===== src/rtl/chg_guard_pkg.sv =====
package chg_guard_pkg;
  function automatic int scaled_count(input int nominal, input int div);
    int q;
    q = nominal / div;
    return (q < 1) ? 1 : q;
  endfunction

  function automatic int max2(input int a, input int b);
    return (a > b) ? a : b;
  endfunction

  localparam int NUM_TIMERS = 4;
  localparam int T_OC_DET = 0;
  localparam int T_OC_REL = 1;
  localparam int T_XC_DET = 2;
  localparam int T_XC_REL = 3;
endpackage


===== src/rtl/chg_qual_timer.sv =====
module chg_qual_timer #(
  parameter int CW = 12
) (
  input  logic          clk,
  input  logic          rst_n,
  input  logic          tick,
  input  logic          cond,
  input  logic [CW-1:0] limit,
  output logic          done
);
  logic [CW-1:0] cnt;

  assign done = cond && tick && (cnt == limit - 1'b1);

  always_ff @(posedge clk or negedge rst_n) begin
    if (!rst_n)              cnt <= '0;
    else if (!cond || done)  cnt <= '0;
    else if (tick)           cnt <= cnt + 1'b1;
  end
endmodule


===== src/rtl/chg_guard.sv =====
module chg_guard
  import chg_guard_pkg::*;
#(
  parameter int OC_DET_TICKS = 2000,
  parameter int OC_REL_TICKS = 80,
  parameter int XC_DET_TICKS = 3,
  parameter int XC_REL_TICKS = 3,
  parameter int TEST_DIV     = 16
) (
  input  logic       clk,
  input  logic       rst_n,
  input  logic       tick,
  input  logic       test_mode,
  input  logic [1:0] oc_cell,
  input  logic [1:0] below_rel,
  input  logic       load_present,
  input  logic       hv_charger,
  input  logic       dsg_en,
  input  logic       zero_cell_chg,
  output logic       chg_en,
  output logic       hyst_cancel
);
  localparam int MAXT = max2(max2(OC_DET_TICKS, OC_REL_TICKS),
                             max2(XC_DET_TICKS, XC_REL_TICKS));
  localparam int CW = $clog2(MAXT + 1);

  localparam logic [CW-1:0] NOM_OC_DET = CW'(OC_DET_TICKS);
  localparam logic [CW-1:0] NOM_OC_REL = CW'(OC_REL_TICKS);
  localparam logic [CW-1:0] NOM_XC_DET = CW'(XC_DET_TICKS);
  localparam logic [CW-1:0] NOM_XC_REL = CW'(XC_REL_TICKS);
  localparam logic [CW-1:0] TST_OC_DET = CW'(scaled_count(OC_DET_TICKS, TEST_DIV));
  localparam logic [CW-1:0] TST_OC_REL = CW'(scaled_count(OC_REL_TICKS, TEST_DIV));
  localparam logic [CW-1:0] TST_XC_DET = CW'(scaled_count(XC_DET_TICKS, TEST_DIV));
  localparam logic [CW-1:0] TST_XC_REL = CW'(scaled_count(XC_REL_TICKS, TEST_DIV));

  logic oc_lat, xc_lat;
  logic [NUM_TIMERS-1:0] t_cond, t_done;
  logic [CW-1:0] t_limit [NUM_TIMERS];

  // Conditions per timer; a timer only runs in the state where it applies.
  always_comb begin
    t_cond[T_OC_DET] = !oc_lat && (|oc_cell);
    t_cond[T_OC_REL] =  oc_lat && (&below_rel);
    t_cond[T_XC_DET] = !oc_lat && !xc_lat && hv_charger && dsg_en;
    t_cond[T_XC_REL] =  xc_lat && !hv_charger;
    t_limit[T_OC_DET] = test_mode ? TST_OC_DET : NOM_OC_DET;
    t_limit[T_OC_REL] = test_mode ? TST_OC_REL : NOM_OC_REL;
    t_limit[T_XC_DET] = test_mode ? TST_XC_DET : NOM_XC_DET;
    t_limit[T_XC_REL] = test_mode ? TST_XC_REL : NOM_XC_REL;
  end

  for (genvar i = 0; i < NUM_TIMERS; i++) begin : g_tmr
    chg_qual_timer #(.CW(CW)) u_tmr (
      .clk   (clk),
      .rst_n (rst_n),
      .tick  (tick),
      .cond  (t_cond[i]),
      .limit (t_limit[i]),
      .done  (t_done[i])
    );
  end

  always_ff @(posedge clk or negedge rst_n) begin
    if (!rst_n)                oc_lat <= 1'b0;
    else if (t_done[T_OC_DET]) oc_lat <= 1'b1;
    else if (t_done[T_OC_REL]) oc_lat <= 1'b0;
  end

  // Excessive-charger state; re-armed directly when over-charge releases.
  always_ff @(posedge clk or negedge rst_n) begin
    if (!rst_n)
      xc_lat <= 1'b0;
    else if (t_done[T_XC_DET] || (t_done[T_OC_REL] && hv_charger && dsg_en))
      xc_lat <= 1'b1;
    else if (t_done[T_XC_REL])
      xc_lat <= 1'b0;
  end

  assign chg_en      = zero_cell_chg || (!oc_lat && !xc_lat);
  assign hyst_cancel = oc_lat && load_present;
endmodule


===== config.mk =====
export PLATFORM = sky130hd
export DESIGN_NAME = chg_guard
export DESIGN_NICKNAME = d
export VERILOG_FILES = /design/src/rtl/chg_guard_pkg.sv /design/src/rtl/chg_qual_timer.sv /design/src/rtl/chg_guard.sv
export SDC_FILE = /design/constraint.sdc
export NUM_CORES = 1
export LEC_CHECK = 0
export CAP_MARGIN = 10
export CORE_MARGIN = 5
export CORE_UTILIZATION = 35
export CTS_CLUSTER_SIZE = 24
export DETAILED_ROUTE_END_ITERATION = 7
export REMOVE_ABC_BUFFERS = 1
export SYNTH_ARGS = -nofsm -noshare
export SYNTH_HDL_FRONTEND = slang
export SYNTH_SLANG_ARGS = --single-unit

===== constraint.sdc =====
create_clock -name clk -period 2.5 [get_ports clk]
set_input_delay 0.375 -clock clk [delete_from_list [all_inputs] [get_ports clk]]
set_output_delay 0.375 -clock clk [all_outputs]
set_load 0.005 [all_outputs]

=== Yosys cells after proc, flatten, opt, wreduce, memory -nomap -nowiden ===
Index checks and enable logic that the tools add are counted.

* Flip-flop bits (word level): 46
* Input port bits: 12
* Output and inout bits: 2
* Word-level logic and storage cells: 70

* Add/sub/neg operators: 7
* Equality and inequality tests: 4
* Multiplexer cells: 15
* Reductions and logical operators: 38

{| class="wikitable"
|+ Operators by type and width
! cell !! number
|-
| two-way mux 11 bit || 9
|-
| adder 11 x 1 -> 11 bit (second input constant) || 4
|-
| equality test 11 bit || 4
|-
| logical AND 1 bit || 17
|-
| nonzero test 2 bit || 6
|-
| subtractor 11 x 1 -> 11 bit (second input constant) || 1
|-
| subtractor 7 x 1 -> 8 bit (second input constant) || 1
|-
| zero test 1 bit || 7
|-
| two-way mux 7 bit || 1
|-
| logical OR 1 bit || 6
|-
| two-way mux 1 bit || 4
|-
| subtractor 2 x 1 -> 3 bit (second input constant) || 1
|-
| two-way mux 2 bit || 1
|-
| AND reduction 2 bit || 1
|-
| OR reduction 2 bit || 1
|}

=== Depth between registers and ports, before layout ===
* Word-level depth: 8
* Gate-level depth with buffers: 6
* Depth with buffers taken out: 5

=== Modules after synthesis ===
A second synthesis with hierarchy kept.

* Cell total of the unflattened synthesis: 473
* Area total of the unflattened synthesis: 3971.3 um^2

{| class="wikitable"
|+ Modules (own cells, without submodules)
! module !! instances !! cells each !! area each (um^2) !! sequential area each (um^2)
|-
| chg_qual_timer at g_tmr[1].u_tmr ... || 3 || 108 || 923.4 || 275.3
|-
| chg_qual_timer at g_tmr[0].u_tmr || 1 || 131 || 1066.0 || 275.3
|-
| chg_guard || 1 || 18 || 135.1 || 50.0
|}

=== Worst setup path after synthesis ===
OpenSTA, ideal clock, no wires.

* Path kind: in2reg
* Start point: in test_mode
* End point: reg g_tmr[0].u_tmr.cnt[10]
* Setup time: 0.121 ns
* Data arrival time: 1.697 ns
* Data required time: 2.379 ns
* Setup slack: 0.682 ns
* Stages on the path: 6
* Buffers on the path: 2
* Cell sequence: buf_6 > or4b_1 > o31a_1 > o31ai_2 > buf_2 > nor2_1

* Word-level cells in the longest chain between the ends: 6
* Elaborated cells between the ends (all ways): 7
* Those cells by class: add/sub: 1; eq/ne: 1; mux: 2; reduce/logical: 3

{| class="wikitable"
|+ RTL lines
! element !! line !! source
|-
| start: declaration || chg_guard.sv:13 || <nowiki>input logic test_mode,</nowiki>
|-
| two-way mux 11 bit (*) || chg_guard.sv:46 || <nowiki>t_limit[T_OC_DET] = test_mode ? TST_OC_DET : NOM_OC_DET;</nowiki>
|-
| subtractor 11 x 1 -> 11 bit (*) || chg_qual_timer.sv:13 || <nowiki>assign done = cond && tick && (cnt == limit - 1'b1);</nowiki>
|-
| equality test 11 bit (*) || chg_qual_timer.sv:13 ||
|-
| logical AND 1 bit (*) || chg_qual_timer.sv:13 ||
|-
| logical OR 1 bit (*) || chg_qual_timer.sv:17 || <nowiki>else if (!cond || done) cnt <= '0;</nowiki>
|-
| two-way mux 11 bit / nonzero test 2 bit (equally long branches) || - ||
|-
| end signal: assignment || chg_qual_timer.sv:18 || <nowiki>else if (tick) cnt <= cnt + 1'b1;</nowiki>
|-
| end: declaration || chg_qual_timer.sv:11 || <nowiki>logic [CW-1:0] cnt;</nowiki>
|}

Every way passes the cells marked *; elsewhere a longest branch is shown, timed or not.
A chain may end at the register's enable or synchronous reset.

=== Final worst setup path ===
* Start point: in tick
* End point: reg g_tmr[3].u_tmr.cnt[2]

* Word-level cells in the longest chain between the ends: 4
* Elaborated cells between the ends (all ways): 5
* Those cells by class: mux: 1; reduce/logical: 4

{| class="wikitable"
|+ RTL lines
! element !! line !! source
|-
| start: declaration || chg_guard.sv:12 || <nowiki>input logic tick,</nowiki>
|-
| logical AND 1 bit (2 in series) || chg_qual_timer.sv:13 ||
|-
| logical OR 1 bit || chg_qual_timer.sv:17 ||
|-
| two-way mux 11 bit / nonzero test 2 bit (equally long branches) || - ||
|-
| end signal: assignment || chg_qual_timer.sv:18 ||
|-
| end: declaration || chg_qual_timer.sv:11 ||
|}

Parallel ways exist; a longest one is shown, timed or not.

==> metrics.md <==
| Metric | Value |
|---|---|
| Run status | complete, no violations |
| Startpoint class of the critical path | input port |
| Number of detailed-route iterations in the first pass | 4 |
| Total wire length | 4.57 mm |
| Fill cells | 651 |
| Largest net degree at the start of global routing | 23 |
| Combined area of all synthesized cells | 2380 µm² |
| Hold Slack | 0.494 ns |
| Number of hold violations in the final report | 0 |
| Cell type with the largest total area after synthesis | dfrtp_1 |
| Maximum clock frequency | 0.498 GHz |
| Overflow left after global routing | 0 |
| Remaining antenna violation count | 0 |
| Number of vias after detailed routing | 1759 |
| All-layer global routing usage | 0.115 |
| RSZ-0062 raised after global routing | false |
| Die boundary height | 92.5 µm |
| Cell chosen for the clock root | clkbuf_8 |
| Count of warnings emitted by yosys | 0 |
| Slowest Stage Delay on Critical Path | 0.72 ns |
| Area of placed instances | 2630 µm² |
| Post-route setup TNS | 0 ns |
| Number of flops mapped to enable cells by yosys | 0 |
| FFs w/ async S/R, synth | 1.00 |
| Hold-fix buffers, CTS | 1 |
| Synthesized area per cell | 9.84 µm² |
| Critical path type | input port to register |
| Fraction of layout cells with a size suffix above 1 | 0.0830 |
| Share of the synthesized area in the top cell type | 0.483 |
| Count of buffers inserted at the top-level ports | 13 |
| Max Fanout on Critical Path | 11 |
| Data arrival time of the worst path | 2.18 ns |
| Inserted Diodes | 0 |
| Leakage power | 1.11 nW |
| Worst slew margin relative to its limit | 0.660 |
| Clk pin slew, worst setup/hold paths | 0.08 ns |
| Transition time at the pin with the least slew margin | 0.509 ns |
| Clock latency of the later-clocked register in the worst-skew pair | 0.29 ns |
| Pwr dens | 549 nW/µm² |
| Post-route standard cell area excluding fillers | 2750 µm² |
| Min Clock Period, post-route | 2.01 ns |
| Chip width | 92.5 µm |
| Die Outline Area | 8560 µm² |
| Site Rows | 30 |
| DRC violation total after the first TritonRoute iteration | 71 |
| Number of buffer and inverter instances along the worst setup path | 2 |
| Proportion of synthesized chip area in sequential cells | 0.483 |
| Post-route DRC | 0 |
| Worst slack at placement | 0.150 ns |
| Number of clock sinks seen by CTS | 46 |
| Synth-to-layout area growth | 15.4% |
| Routability-driven placement congestion ratio | 0.775 |
| CTS H-Tree Depth | 2 |
| Wire length of the first global-routing pass | 8.15 mm |
| I/O pin cnt | 14 |
| Worst voltage drop across the vdd grid | 0.212 mV |
| Required time at the worst-slack endpoint | 2.67 ns |
| Post-synthesis instance total | 242 |
| Worst path cell trace | clkdlybuf4s50_1 > buf_4 > nor4b_1 > a41oi_1 > nand2b_1 > nor2_1 |
| Ys flop type | dfrtp_1 |
| Setup Viol. Count Final | 0 |
| Min-Delay Path Class | input port to asynchronous set/reset pin |
| Number of setup buffers added after CTS | 0 |
| Count of max-cap constraint violations | 0 |
| Top area cells in the synthesized netlist | dfrtp_1 (48%), xnor2_1 (8.1%), nor2_1 (7.9%) |
| Number of antenna violations at the first check in global routing | 0 |
| Hpwl dp | 3.33 mm |
| Endpoint kind of the worst setup timing path | register |
| Via count of the first global-routing pass | 1724 |
| Final slew viol count | 0 |
| Cell family with the largest share of critical-path delay | buffers and inverters |
| Resize count post-CTS | 0 |
| NumNets Final | 280 |
| Average vias per placed instance | 5.10 |
| Number of buffers between clock root and the deepest sink | 2 |
| Post-route worst setup slack | 0.493 ns |
| Max stage delay cell, worst path | clkdlybuf4s50_1 |
| Yosys cell types | 37 |
| Clock tree from TritonCTS | yes |
| Number of buffers created by CTS | 5 |
| Register bit total from synthesis | 46 |
| Core Box Area | 6720 µm² |
| Effective utilization at floorplan | 0.355 |
| Wire length per cell | 13.2 µm |
| Clock skew | 0.00739 ns |
| Portion of the clock cycle consumed by the worst path in the final layout | 0.803 |
-- power by group --
part | switching (mW) | internal [mW]
registers | 0.0386 | 0.771
logic | 0.0829 | 0.0747
clock network | 0.243 | 0.299
-- sequential cells by signal (all words and copies together) (netlist names) --
| signal | flops |
|---|---|
| oc_lat | 1 |
| g_tmr.u_tmr.cnt | 44 |
| xc_lat | 1 |
-- kinds of logic (layout without fill, tap and decap cells) --
kind of cell	count (synthesis)	after routing	synth area share
AOI/OAI and AO/OA	10	10	0.0347
and+or+nand+nor	125	125	0.268
muxes	4	4	0.0168
adders and majority gates	4	4	0.0210
DFF	46	46	0.483
xor gates and xnor gates	42	42	0.154
buffers and inverters	11	34	0.0221
-- stage by stage --
stage,power (mW),util,std cells
after detailed placement,0.984,0.392,336
final,1.51,0.409,345
after global placement,0.982,0.392,336
after floorplan,0.901,-,234
after global routing,1.59,0.409,345
after CTS,1.53,0.409,345
-- worst register-to-register path, stage by stage (launching register included) --
cell	delay, ns
dfrtp_1	0.45
or4b_2	0.68
o22a_1	0.23
o21ai_1	0.13
buf_4	0.19
nor2_1	0.06
-- final timing paths --
| check | to | startpoint | depth (start not counted) | slack [ns] |
|---|---|---|---|---|
| min in group clk | g_tmr[2].u_tmr.cnt[10] | g_tmr[2].u_tmr.cnt[10] | 2 | 0.55 |
| max in group asynchronous | g_tmr[0].u_tmr.cnt[1] | rst_n | 3 | 1.40 |
| max | g_tmr[3].u_tmr.cnt[2] | tick | 6 | 0.49 |
| max reg2reg | g_tmr[1].u_tmr.cnt[0] | g_tmr[1].u_tmr.cnt[6] | 5 | 0.65 |
| min reg2reg | g_tmr[2].u_tmr.cnt[10] | g_tmr[2].u_tmr.cnt[10] | 2 | 0.55 |
| min | g_tmr[1].u_tmr.cnt[10] | rst_n | 2 | 0.49 |
-- synth_stat cells, types with 2 or more instances --
library cell,count
nor4b_1,2
ha_1,4
nand2_1,14
inv_1,3
or4b_2,2
nor3_1,9
and3_1,5
dfrtp_1,46
and4_1,5
clkbuf_1,4
mux2i_1,4
xnor2_1,22
a41oi_1,2
nor2_1,50
nand4_1,14
xor2_1,20
buf_2,3
nor4_1,7
nand3_1,8
-- area by class of cell --
class / count / area, µm² / share of cell area
Multi-Input combinational cell: 185 / 1180 / 0.429
Sequential cell: 46 / 1150 / 0.419
Timing Repair Buffer: 23 / 203 / 0.0737
Tap cell: 80 / 100 / 0.0364
Clock buffer: 7 / 76.3 / 0.0278
Clock inverter: 1 / 30.0 / 0.0109
Inverter: 3 / 11.3 / 0.00409
-- placed cells by master, fill, tap and decap left out, types with 2 or more instances in the layout --
master           synthesis  routed
nor2_1                  50      50
dfrtp_1                 46      46
xnor2_1                 22      22
xor2_1                  20      20
nand4_1                 14      14
nand2_1                 14      14
clkdlybuf4s50_1          0      12
nor3_1                   9       9
buf_4                    0       9
nand3_1                  8       8
nor4_1                   7       7
and3_1                   5       5
and4_1                   5       5
clkbuf_8                 0       5
mux2i_1                  4       4
ha_1                     4       4
inv_1                    3       3
a41oi_1                  2       2
or4b_2                   2       2
nor4b_1                  2       2
clkbuf_1                 4       2
-- layer usage --
layer  up-vias  share of wire  routed length [µm]  track usage
li1        888              -                   -            -
met1       852           0.52                2370        0.166
met2        17           0.44                2000        0.173
met3         2          0.039                 176       0.0301
met4         0         0.0050                  23       0.0223
met5         -              0                   0            0
Power figures use the tool's default switching activity.
